### src/rtl/wrprot_pkg.sv
`timescale 1ns/1ps
package wrprot_pkg;
    localparam int STS_W      = 8;
    localparam int STS_GUARD  = 7;
    localparam int STS_SEL_HI = 3;
    localparam int STS_SEL_LO = 2;
    localparam int STS_LATCH  = 1;

    typedef struct packed {
        logic latch;
        logic marked;
    } latch_st_t;

    typedef struct packed {
        logic       guard;
        logic [1:0] sel;
    } cfg_st_t;
endpackage

### src/rtl/wrprot_latch.sv
`timescale 1ns/1ps
module wrprot_latch
    import wrprot_pkg::*;
(
    input  logic clk,
    input  logic rst_n,
    input  logic set_en,
    input  logic clr_en,
    input  logic st_wr,
    input  logic mem_wr,
    input  logic cs_rise,
    output logic latch
);
    latch_st_t st_d, st_q;
    logic      wr_kind;

    always_comb begin
        wr_kind = clr_en | st_wr | mem_wr;
        st_d    = st_q;
        if (wr_kind) st_d.marked = 1'b1;
        if (set_en)  st_d.latch  = 1'b1;
        if (cs_rise) begin
            if (st_q.marked || wr_kind) st_d.latch = 1'b0;
            st_d.marked = 1'b0;
        end
    end

    always_ff @(posedge clk or negedge rst_n) begin
        if (!rst_n) st_q <= '0;
        else        st_q <= st_d;
    end

    assign latch = st_q.latch;
endmodule

### src/rtl/wrprot_status.sv
`timescale 1ns/1ps
module wrprot_status
    import wrprot_pkg::*;
(
    input  logic       clk,
    input  logic       rst_n,
    input  logic       st_wr,
    input  logic       new_guard,
    input  logic [1:0] new_sel,
    input  logic       latch,
    input  logic       wp_n,
    output logic       guard,
    output logic [1:0] sel,
    output logic       allow
);
    cfg_st_t cfg_d, cfg_q;
    logic    pin_block;

    always_comb begin
        pin_block = cfg_q.guard & ~wp_n;
        allow     = latch & ~pin_block;
        cfg_d     = cfg_q;
        if (st_wr && allow) begin
            cfg_d.guard = new_guard;
            cfg_d.sel   = new_sel;
        end
    end

    always_ff @(posedge clk or negedge rst_n) begin
        if (!rst_n) cfg_q <= '0;
        else        cfg_q <= cfg_d;
    end

    assign guard = cfg_q.guard;
    assign sel   = cfg_q.sel;
endmodule

### src/rtl/wrprot_range.sv
`timescale 1ns/1ps
module wrprot_range #(
    parameter int ADDR_W = 13
) (
    input  logic [1:0]        sel,
    input  logic [ADDR_W-1:0] addr,
    output logic              prot
);
    localparam logic [ADDR_W-1:0] QTR_BASE  = ADDR_W'(3) << (ADDR_W - 2);
    localparam logic [ADDR_W-1:0] HALF_BASE = ADDR_W'(1) << (ADDR_W - 1);

    always_comb begin
        unique case (sel)
            2'b00:   prot = 1'b0;
            2'b01:   prot = (addr >= QTR_BASE);
            2'b10:   prot = (addr >= HALF_BASE);
            default: prot = 1'b1;
        endcase
    end
endmodule

### src/rtl/wrprot_unit.sv
`timescale 1ns/1ps
module wrprot_unit
    import wrprot_pkg::*;
#(
    parameter int ADDR_W = 13
) (
    input  logic              clk,
    input  logic              rst_n,
    input  logic              ev_set_en,
    input  logic              ev_clr_en,
    input  logic              ev_st_wr,
    input  logic [7:0]        st_data,
    input  logic              ev_mem_wr,
    input  logic              ev_cs_rise,
    input  logic              wp_n,
    input  logic [ADDR_W-1:0] qry_addr,
    output logic              mem_wr_ok,
    output logic              st_wr_ok,
    output logic [7:0]        status_byte
);
    logic       latch;
    logic       guard;
    logic [1:0] sel;
    logic       prot;
    logic       unused_bits;

    assign unused_bits = ^{st_data[6:4], st_data[1:0]};

    wrprot_latch u_latch (
        .clk     (clk),
        .rst_n   (rst_n),
        .set_en  (ev_set_en),
        .clr_en  (ev_clr_en),
        .st_wr   (ev_st_wr),
        .mem_wr  (ev_mem_wr),
        .cs_rise (ev_cs_rise),
        .latch   (latch)
    );

    wrprot_status u_status (
        .clk       (clk),
        .rst_n     (rst_n),
        .st_wr     (ev_st_wr),
        .new_guard (st_data[STS_GUARD]),
        .new_sel   (st_data[STS_SEL_HI:STS_SEL_LO]),
        .latch     (latch),
        .wp_n      (wp_n),
        .guard     (guard),
        .sel       (sel),
        .allow     (st_wr_ok)
    );

    wrprot_range #(.ADDR_W(ADDR_W)) u_range (
        .sel  (sel),
        .addr (qry_addr),
        .prot (prot)
    );

    always_comb begin
        status_byte                        = '0;
        status_byte[STS_GUARD]             = guard;
        status_byte[STS_SEL_HI:STS_SEL_LO] = sel;
        status_byte[STS_LATCH]             = latch;
        mem_wr_ok                          = latch & ~prot;
    end
endmodule

### config.mk
export PLATFORM = sky130hd
export DESIGN_NAME = wrprot_unit
export DESIGN_NICKNAME = d
export VERILOG_FILES = /design/src/rtl/wrprot_pkg.sv /design/src/rtl/wrprot_latch.sv /design/src/rtl/wrprot_status.sv /design/src/rtl/wrprot_range.sv /design/src/rtl/wrprot_unit.sv
export SDC_FILE = /design/constraint.sdc
export NUM_CORES = 1
export LEC_CHECK = 0
export BUFFER_PORTS_ARGS = -buffer_cell sky130_fd_sc_hd__clkbuf_2
export CAP_MARGIN = 30
export CORE_AREA = 2 2 39 41
export CTS_CLUSTER_SIZE = 14
export DETAILED_ROUTE_END_ITERATION = 8
export DIE_AREA = 0 0 41 43
export PLACE_DENSITY_LB_ADDON = 0.12
export SLEW_MARGIN = 20
export SYNTH_ARGS = -nofsm -noshare
export SYNTH_HDL_FRONTEND = slang
export SYNTH_HIERARCHICAL = 1
export SYNTH_SLANG_ARGS = --single-unit
### constraint.sdc
create_clock -name clk -period 1.1 [get_ports clk]
set_input_delay 0.33 -clock clk [delete_from_list [all_inputs] [get_ports clk]]
set_output_delay 0.33 -clock clk [all_outputs]
set_load 0.05 [all_outputs]
==> metrics, run 1 <==
Worst Slack Setup Final=-0.334 ns; Gate Count Post-Synth=28; first-pass GRT wire length=1100 µm; post-synthesis sequential element count=5; Post-synth ARST share=100%; Synth top cells by count=6 x buf_4, 5 x dfrtp_1; Min-Delay Path Class=input port to register; largest net degree at the start of global routing=6; fin. max-slew vios=0; ranking of synthesized cells by area=dfrtp_1 42%, buf_4 15%, nor2b_4 9.2%; Reg area=128 µm²; placed insts=62; main combinational cell family by area after synthesis=simple AND/OR/NAND/NOR gates; RD Place Congestion=0.594; XOR/XNOR Fraction of Synth Area=0%; Sink Count=5; period utilisation layout=130%; peak supply drop=0.827 mV; EDFF count, synth=0; CTS buffer count=3; routed via count=281; Total GRT Usage=9.29%; Iter 0 DRT Violations=0; crit-path cells=o21ai_2, nand2_2, nor2b_4, buf_8; Adder-Cell Fraction of Synth Area=0%; RSZ-0062 raised after global routing=true; Initial Util=21.7%; I/O Buffers=18; Root Buffer=clkbuf_4; I/O pin count=39; total iterations of the first detailed-routing run=1; Place WS=-0.237 ns; Placed Instance Area=405 µm²; Crit path required time=0.77 ns; met1 global-route usage=11.1%; top-area cell type share of the netlist area=41.7%; DRC=0; top-count cell post-synth=buf_4; simple-gate share of the synthesized area=20.0%; Power Density=1760 nW/µm²; CP startpoint kind=register; highest clock rate=698 MHz; Non-Filler Instances=71; Final setup viols=8; failing checks=setup timing; CP Capture Type=output port; Slowest cell on crit path=dfrtp_2; Clock Path Buffers=2; Yosys top cell by area=dfrtp_1; fillers=150; design area=567 µm²; Clock Latency Late Sink=0.24 ns; vias per cell=3.96; synthesized area=300 µm²; CTS HTree Levels=1; Area Overhead vs Synth=88.8%; Crit path max-delay family=flip-flops; Hold Vio Cnt, Final=0; Nets=85; clock skew=0.00270 ns; initial antenna violation count=0; GR peak layer=met2; die width=41 µm; Buf+Inv Stages, Crit Path=1; multi-input combinational cell area=163 µm²; worst hold slack=0.301 ns; fin crit period=1.43 ns; WL final=660 µm; total die area=1760 µm²; post-synthesis mux area share=7.50%; vias in the first global route=279; status=finished, violations left; sequential-to-total area share from yosys stat=41.7%; core region area=1380 µm²; DRT antenna net count=0; routed len/inst=9.30 µm; number of diodes=0; post-synthesis compound-gate area fraction=13.3%; FP Rows=14; yosys warns=6; CP Data Arrival Time=1.10 ns; CTS tree=yes; layout cells sized above 1=72.7%; GRT overflow=0; crit path max fanout=3; Main synth FF type=dfrtp_1; Worst-path clk slew=0.04 ns; count of different cell masters after synthesis=14; met2 GRT Util=13.4%; maxcap violations=0; Die Ht=43 µm; slowest stage delay, CP=0.40 ns; type of the worst setup path=register to output port; Leak=0.286 nW; R2R Setup Slk=-0.02 ns; Post-Syn Area per Cell=10.7 µm²; met3 GRT Util=6.28%
==> per-layer routing <==
layer / vias up / wire length [µm]
met1: 129 / 249
met3: 0 / 47
li1: 140 / -
met5: - / 0
met4: 0 / 0
met2: 12 / 363
==> worst paths after layout <==
kind	to	depth (start not counted)	startpoint
min in group asynchronous	u_status/sel[0]	2	rst_n
max in group asynchronous	u_status/sel[1]	2	rst_n
worst max register to register	u_status/sel[1]	3	u_status/guard
worst min register to register	u_latch/latch	2	u_latch/st_q[0]
worst min-delay path	u_latch/st_q[0]	2	ev_cs_rise
worst max-delay path	mem_wr_ok	4	u_status/sel[0]
==> stage by stage <==
step | utilization, % | total power [W] | TNS (ns)
floorplan | - | 0.000526 | -0.414
global placement | 29.3 | 0.000595 | -0.566
detailed placement | 29.3 | 0.000599 | -0.604
CTS | 37.4 | 0.000938 | -1.27
global route | 41.0 | 0.00106 | -1.58
finish | 41.0 | 0.000997 | -1.27
==> power breakdown <==
group          leakage (nW)  switching, W  internal [W]
sequential           0.0573     0.0000350      0.000222
combinational         0.214      0.000273      0.000265
clock                0.0150     0.0000656      0.000137
==> sequential cells by signal, indices dropped and copies added, names as in the netlist <==
name / cells
u_status/sel: 2
u_latch/st_q: 1
u_latch/latch: 1
u_status/guard: 1
==> cell usage in the layout (no fill, tap or decap), types with 2 or more instances in the layout <==
master    instances
clkbuf_2         12
buf_4             5
conb_1            4
buf_8             4
clkbuf_4          3
buf_6             3
dfrtp_1           3
nor2b_4           2
nand3_1           2
mux2_4            2
dfrtp_2           2
==> layout make-up <==
class                           instances  area share, %
Clock buffer                            4           4.64
Inverter                                1          0.662
Multi-Input combinational cell         19           28.7
Sequential cell                         5           22.5
Tap cell                               16           3.53
Timing Repair Buffer                   26           40.0
==> repair_timing <==
action | in CTS | in global routing
endpoints found under the hold margin | 5 | 0
gates cloned | 0 | 0
resized for setup | 15 | 10
hold buffers | 1 | 0
setup endpoints to repair | 9 | 8
buffers inserted | 1 | 3
pin swaps | 3 | 1
==> cell families (layout without fill, tap and decap cells) <==
kind of cell           after synthesis  in the layout
AND/OR/NAND/NOR                      8              8
buffers and inverters                7             31
AO/OA/AOI/OAI                        5              5
flip-flops                           5              5
multiplexers                         2              2
other                                1              4
(Power assumes the default switching activity.)
==> run 2, diff against run 1 <==
--- a/config.mk
+++ b/config.mk
@@ -12,6 +12,7 @@
 export DETAILED_ROUTE_END_ITERATION = 8
 export DIE_AREA = 0 0 41 43
 export PLACE_DENSITY_LB_ADDON = 0.12
+export RECOVER_POWER = 100
 export SLEW_MARGIN = 20
 export SYNTH_ARGS = -nofsm -noshare
 export SYNTH_HDL_FRONTEND = slang
==> run 2 against run 1 <==
Sequential share of layout area hardly changed. Final cell count is the same. Wire length increased by 0.61%. Combinational power about the same. Largest power group unchanged. Register-to-register slack about the same. The flow still finishes with violations (setup timing). Via count up 0.71%. Non-clock buffer count unchanged.
==> metrics, run 2 (synthesis gave the netlist of run 1 again) <==
Placed Instance Area=405 µm² (unchanged); Leak=0.283 nW (was 0.286 nW); peak supply drop=0.826 mV (was 0.827 mV); DRT antenna net count=0 (unchanged); worst r2r src=u_status/guard (unchanged); status=finished, violations left (unchanged); commonest non-fill, non-tap cells in the layout=11 x clkbuf_2, 5 x buf_4, 4 x conb_1, 4 x buf_8 (was 12 x clkbuf_2, 5 x buf_4, 4 x conb_1, 4 x buf_8); Clock Path Buffers=2 (unchanged); Hold Vio Cnt, Final=0 (unchanged); Nets=85 (unchanged); final core area utilization=40.9% (was 41.0%); I/O Buffers=18 (unchanged); Area Overhead vs Synth=88.3% (was 88.8%); Sink Count=5 (unchanged); die width=41 µm (unchanged); core region area=1380 µm² (unchanged); first-pass GRT wire length=1100 µm (unchanged); failing checks=setup timing (unchanged); total die area=1760 µm² (unchanged); type of the worst setup path=register to output port (unchanged); RD Place Congestion=0.594 (unchanged); Worst Slack Setup Final=-0.334 ns (about the same); Initial Util=21.7% (unchanged); CP startpoint kind=register (unchanged); Min-Delay Path Class=input port to register (unchanged); Total GRT Usage=9.29% (unchanged); Die Ht=43 µm (unchanged); CP Data Arrival Time=1.10 ns (about the same); fin crit period=1.43 ns (about the same); CTS buffer count=3 (unchanged); clock skew=0.00269 ns (was 0.00270 ns); Power Density=1760 nW/µm² (about the same); DRC=0 (unchanged); Final setup viols=8 (unchanged); Root Buffer=clkbuf_4 (unchanged); FP Rows=14 (unchanged); Crit. Startpoint=u_status/sel[0] (unchanged); Slowest cell on crit path=dfrtp_2 (unchanged); initial antenna violation count=0 (unchanged); CP Capture Type=output port (unchanged); layout cells sized above 1=70.9% (was 72.7%); fillers=151 (was 150); hold_sp=ev_cs_rise (unchanged); Worst-path clk slew=0.04 ns (about the same); Iter 0 DRT Violations=0 (unchanged); total iterations of the first detailed-routing run=1 (unchanged); Crit path required time=0.77 ns (about the same); design area=566 µm² (was 567 µm²); routed len/inst=9.35 µm (was 9.30 µm); Buf+Inv Stages, Crit Path=1 (unchanged); crit-path cells=o21ai_2, nand2_2, nor2b_4, buf_8 (unchanged); largest net degree at the start of global routing=6 (unchanged); multi-input combinational cell area=163 µm² (unchanged); I/O pin count=39 (unchanged); maxcap violations=0 (unchanged); number of diodes=0 (unchanged); Largest register FFs=2 (unchanged); RSZ-0062 raised after global routing=true (unchanged); CTS HTree Levels=1 (unchanged); Reg area=128 µm² (unchanged); vias per cell=3.99 (was 3.96); slowest stage delay, CP=0.40 ns (about the same); most common cell after layout, fill and taps aside=clkbuf_2 (unchanged); WL final=664 µm (was 660 µm); highest clock rate=698 MHz (about the same); crit path max fanout=3 (unchanged); fin. max-slew vios=0 (unchanged); CTS tree=yes (unchanged); Crit path max-delay family=flip-flops (unchanged); vias in the first global route=279 (unchanged); GRT overflow=0 (unchanged); period utilisation layout=130% (about the same); routed via count=283 (was 281); Clock Latency Late Sink=0.24 ns (about the same)
[run 2: cell count changes in the layout (fill, tap and decap cells not counted)]
cell,before,now
clkbuf_1,1,2
clkbuf_2,12,11
[run 2: layout make-up]
type | count | share of cell area, %
clock buffer | 4 | 4.65
inverter | 1 | 0.664
multi-input combinational | 19 | 28.8
sequential | 5 | 22.6
tap | 16 | 3.54
timing repair buffer | 26 | 39.8
[run 2: worst paths after layout]
kind	to	slack, ns	depth (start not counted)
worst min register to register	u_latch/latch	0.53	2
min in group asynchronous	u_status/guard	0.48	2
max in group asynchronous	u_status/sel[1]	0.38	2
worst min-delay path	u_latch/st_q[0]	0.30	2
worst max register to register	u_status/sel[1]	-0.02	3
worst max-delay path	mem_wr_ok	-0.33	4
[run 2: through the flow]
stage	instances	setup slack, ns	TNS, ns	hold slack (ns)	total power (W)
after CTS	68	-0.365	-1.27	0.298	0.000938
after detailed placement	62	-0.237	-0.604	0.155	0.000599
after global placement	62	-0.239	-0.566	0.154	0.000595
after global routing	71	-0.398	-1.58	0.292	0.00106
final	71	-0.334	-1.26	0.301	0.000996
after floorplan	31	-0.267	-0.414	0.0344	0.000526
[run 2: worst reg2reg max path, stage by stage, from the launching register on]
cell and delay, ns:
dfrtp_1 0.40, buf_6 0.14, a21oi_4 0.15, mux2_4 0.31
[run 2: layer usage]
metal / GRT usage, % / wire [µm] / share of wire (%)
met3: 6.28 / 47 / 7.1
met5: 0 / 0 / 0
met4: 2.00 / 0 / 0
met1: 11.1 / 244 / 37
met2: 13.4 / 373 / 56
[run 2: timing repair]
item | 4_1_cts | 5_1_grt
gates resized for setup | 15 | 10
hold endpoints to repair | 5 | 0
hold buffers | 1 | 0
endpoints found under the setup margin | 9 | 8
pin swaps | 3 | 1
buffers inserted | 1 | 3
cloned | 0 | 0
[run 2: power breakdown]
group | total (W) | switching, W | internal, W
registers | 0.000257 | 0.0000349 | 0.000222
clock network | 0.000202 | 0.0000656 | 0.000137
logic | 0.000537 | 0.000273 | 0.000264
==> run 3, diff against run 2 <==
--- a/config.mk
+++ b/config.mk
@@ -11,7 +11,6 @@
 export CTS_CLUSTER_SIZE = 14
 export DETAILED_ROUTE_END_ITERATION = 8
 export DIE_AREA = 0 0 41 43
-export PLACE_DENSITY_LB_ADDON = 0.12
 export RECOVER_POWER = 100
 export SLEW_MARGIN = 20
 export SYNTH_ARGS = -nofsm -noshare
==> run 3 against run 2 <==
The run still ends with setup timing left. Sequential share of layout area up 0.94 points. Die area unchanged. Power down 3.8%. Critical path type unchanged. Critical endpoint unchanged. Highest routed layer unchanged.
==> metrics, run 3 (synthesis gave the netlist of run 1 again) <==
I/O pin count=39 (unchanged); Sink Count=5 (unchanged); DRT antenna net count=0 (unchanged); Clock Path Buffers=2 (unchanged); Root Buffer=clkbuf_4 (unchanged); CP startpoint kind=register (unchanged); vias per cell=4.03 (was 3.99); I/O Buffers=18 (unchanged); total power=0.000958 W (was 0.000996 W); Area Overhead vs Synth=80.8% (was 88.3%); CP Data Arrival Time=1.15 ns (was 1.10 ns); total die area=1760 µm² (unchanged); DRC=0 (unchanged); layout cells sized above 1=65.5% (was 70.9%); Worst Slack Setup Final=-0.378 ns (was -0.334 ns); Clock Latency Late Sink=0.24 ns (about the same); FP Rows=14 (unchanged); Slowest cell on crit path=dfrtp_2 (unchanged); Nets=85 (unchanged); RSZ-0062 raised after global routing=true (unchanged); Crit path required time=0.77 ns (about the same); fillers=150 (was 151); maxcap violations=0 (unchanged); Initial Util=21.7% (unchanged); CP Capture Type=output port (unchanged); total iterations of the first detailed-routing run=2 (was 1); type of the worst setup path=register to output port (unchanged); Buf+Inv Stages, Crit Path=1 (unchanged); Power Density=1760 nW/µm² (about the same); initial antenna violation count=0 (unchanged); die width=41 µm (unchanged); fin crit period=1.48 ns (was 1.43 ns); first-pass GRT wire length=1040 µm (was 1100 µm); CTS HTree Levels=1 (unchanged); failing checks=setup timing (unchanged); clock skew=0.00398 ns (was 0.00269 ns); highest clock rate=677 MHz (was 698 MHz); routed via count=286 (was 283); Placed Instance Area=405 µm² (unchanged); crit-path cells=o21ai_1, nand2_1, nor2b_4, buf_8 (was o21ai_2, nand2_2, nor2b_4, buf_8); Total GRT Usage=9.19% (was 9.29%); CTS tree=yes (unchanged); slowest stage delay, CP=0.41 ns (was 0.40 ns); Final setup viols=9 (was 8); peak supply drop=0.619 mV (was 0.826 mV); Min-Delay Path Class=input port to register (unchanged); routed len/inst=9.45 µm (was 9.35 µm); period utilisation layout=134% (was 130%); Largest register FFs=2 (unchanged); Crit path max-delay family=flip-flops (unchanged); Die Ht=43 µm (unchanged); largest net degree at the start of global routing=6 (unchanged); WL final=671 µm (was 664 µm); DPL Wire Length=488 µm; GRT overflow=0 (unchanged); Worst-path clk slew=0.05 ns (was 0.04 ns); vias in the first global route=274 (was 279); crit path max fanout=4 (was 3); fin. max-slew vios=0 (unchanged); final core area utilization=39.2% (was 40.9%); most common cell after layout, fill and taps aside=clkbuf_2 (unchanged); Iter 0 DRT Violations=3 (was 0); Leak=0.275 nW (was 0.283 nW); commonest non-fill, non-tap cells in the layout=11 x clkbuf_2, 5 x clkbuf_4, 4 x conb_1 (was 11 x clkbuf_2, 5 x buf_4, 4 x conb_1, 4 x buf_8); Hold Vio Cnt, Final=0 (unchanged); RD Place Congestion=0.565 (was 0.594); design area=543 µm² (was 566 µm²); number of diodes=0 (unchanged); status=finished, violations left (unchanged); CTS buffer count=3 (unchanged); core region area=1380 µm² (unchanged)
==> run 3: worst paths after layout <==
path                                 start              end  slack [ns]  depth (start not counted)
min                             ev_cs_rise  u_latch/st_q[0]        0.29                          2
max                        u_status/sel[0]        mem_wr_ok       -0.38                          4
min reg2reg                u_latch/st_q[0]    u_latch/latch        0.54                          2
max reg2reg                  u_latch/latch  u_status/sel[0]       -0.22                          5
max in group asynchronous            rst_n  u_status/sel[0]        0.39                          2
min in group asynchronous            rst_n  u_latch/st_q[0]        0.47                          2
==> run 3: layout make-up <==
type / instances / area [µm²] / share of cell area (%)
sequential: 5 / 128 / 23.5
clock buffer: 4 / 26.3 / 4.84
multi-input combinational: 19 / 141 / 26.0
tap: 16 / 20.0 / 3.69
timing repair buffer: 26 / 224 / 41.2
inverter: 1 / 3.75 / 0.691
==> run 3: metal layers <==
layer  share of wire, %  global-route usage, %
met4                  0                   8.00
met3                 11                   3.14
met2                 47                   11.9
met1                 42                   11.5
met5                  0                      0
==> run 3: timing repair <==
action                     4_1_cts  5_1_grt
setup endpoints to repair        7        9
hold buffers                     1        0
pin swaps                        2        1
hold endpoints to repair         5        0
buffers inserted                 3        2
gates resized for setup         15        5
==> run 3: worst register-to-register path, stage by stage, from the launching register on <==
cell	delay [ns]
dfrtp_1	0.39
clkbuf_4	0.16
buf_6	0.09
nand2_1	0.05
a21oi_2	0.16
mux2_2	0.35
==> run 3: through the flow <==
| step | std cells | setup TNS, ns | hold slack, ns | worst slack [ns] |
|---|---|---|---|---|
| global placement | 62 | -0.566 | 0.152 | -0.231 |
| floorplan | 31 | -0.414 | 0.0344 | -0.267 |
| CTS | 70 | -1.33 | 0.286 | -0.395 |
| finish | 71 | -1.37 | 0.290 | -0.378 |
| detailed placement | 62 | -0.619 | 0.154 | -0.251 |
| global route | 71 | -1.70 | 0.290 | -0.463 |
==> run 3: power breakdown <==
group	switching, W	total [W]	internal, W
registers	0.0000305	0.000252	0.000222
logic	0.000262	0.000492	0.000230
clock network	0.0000766	0.000214	0.000137
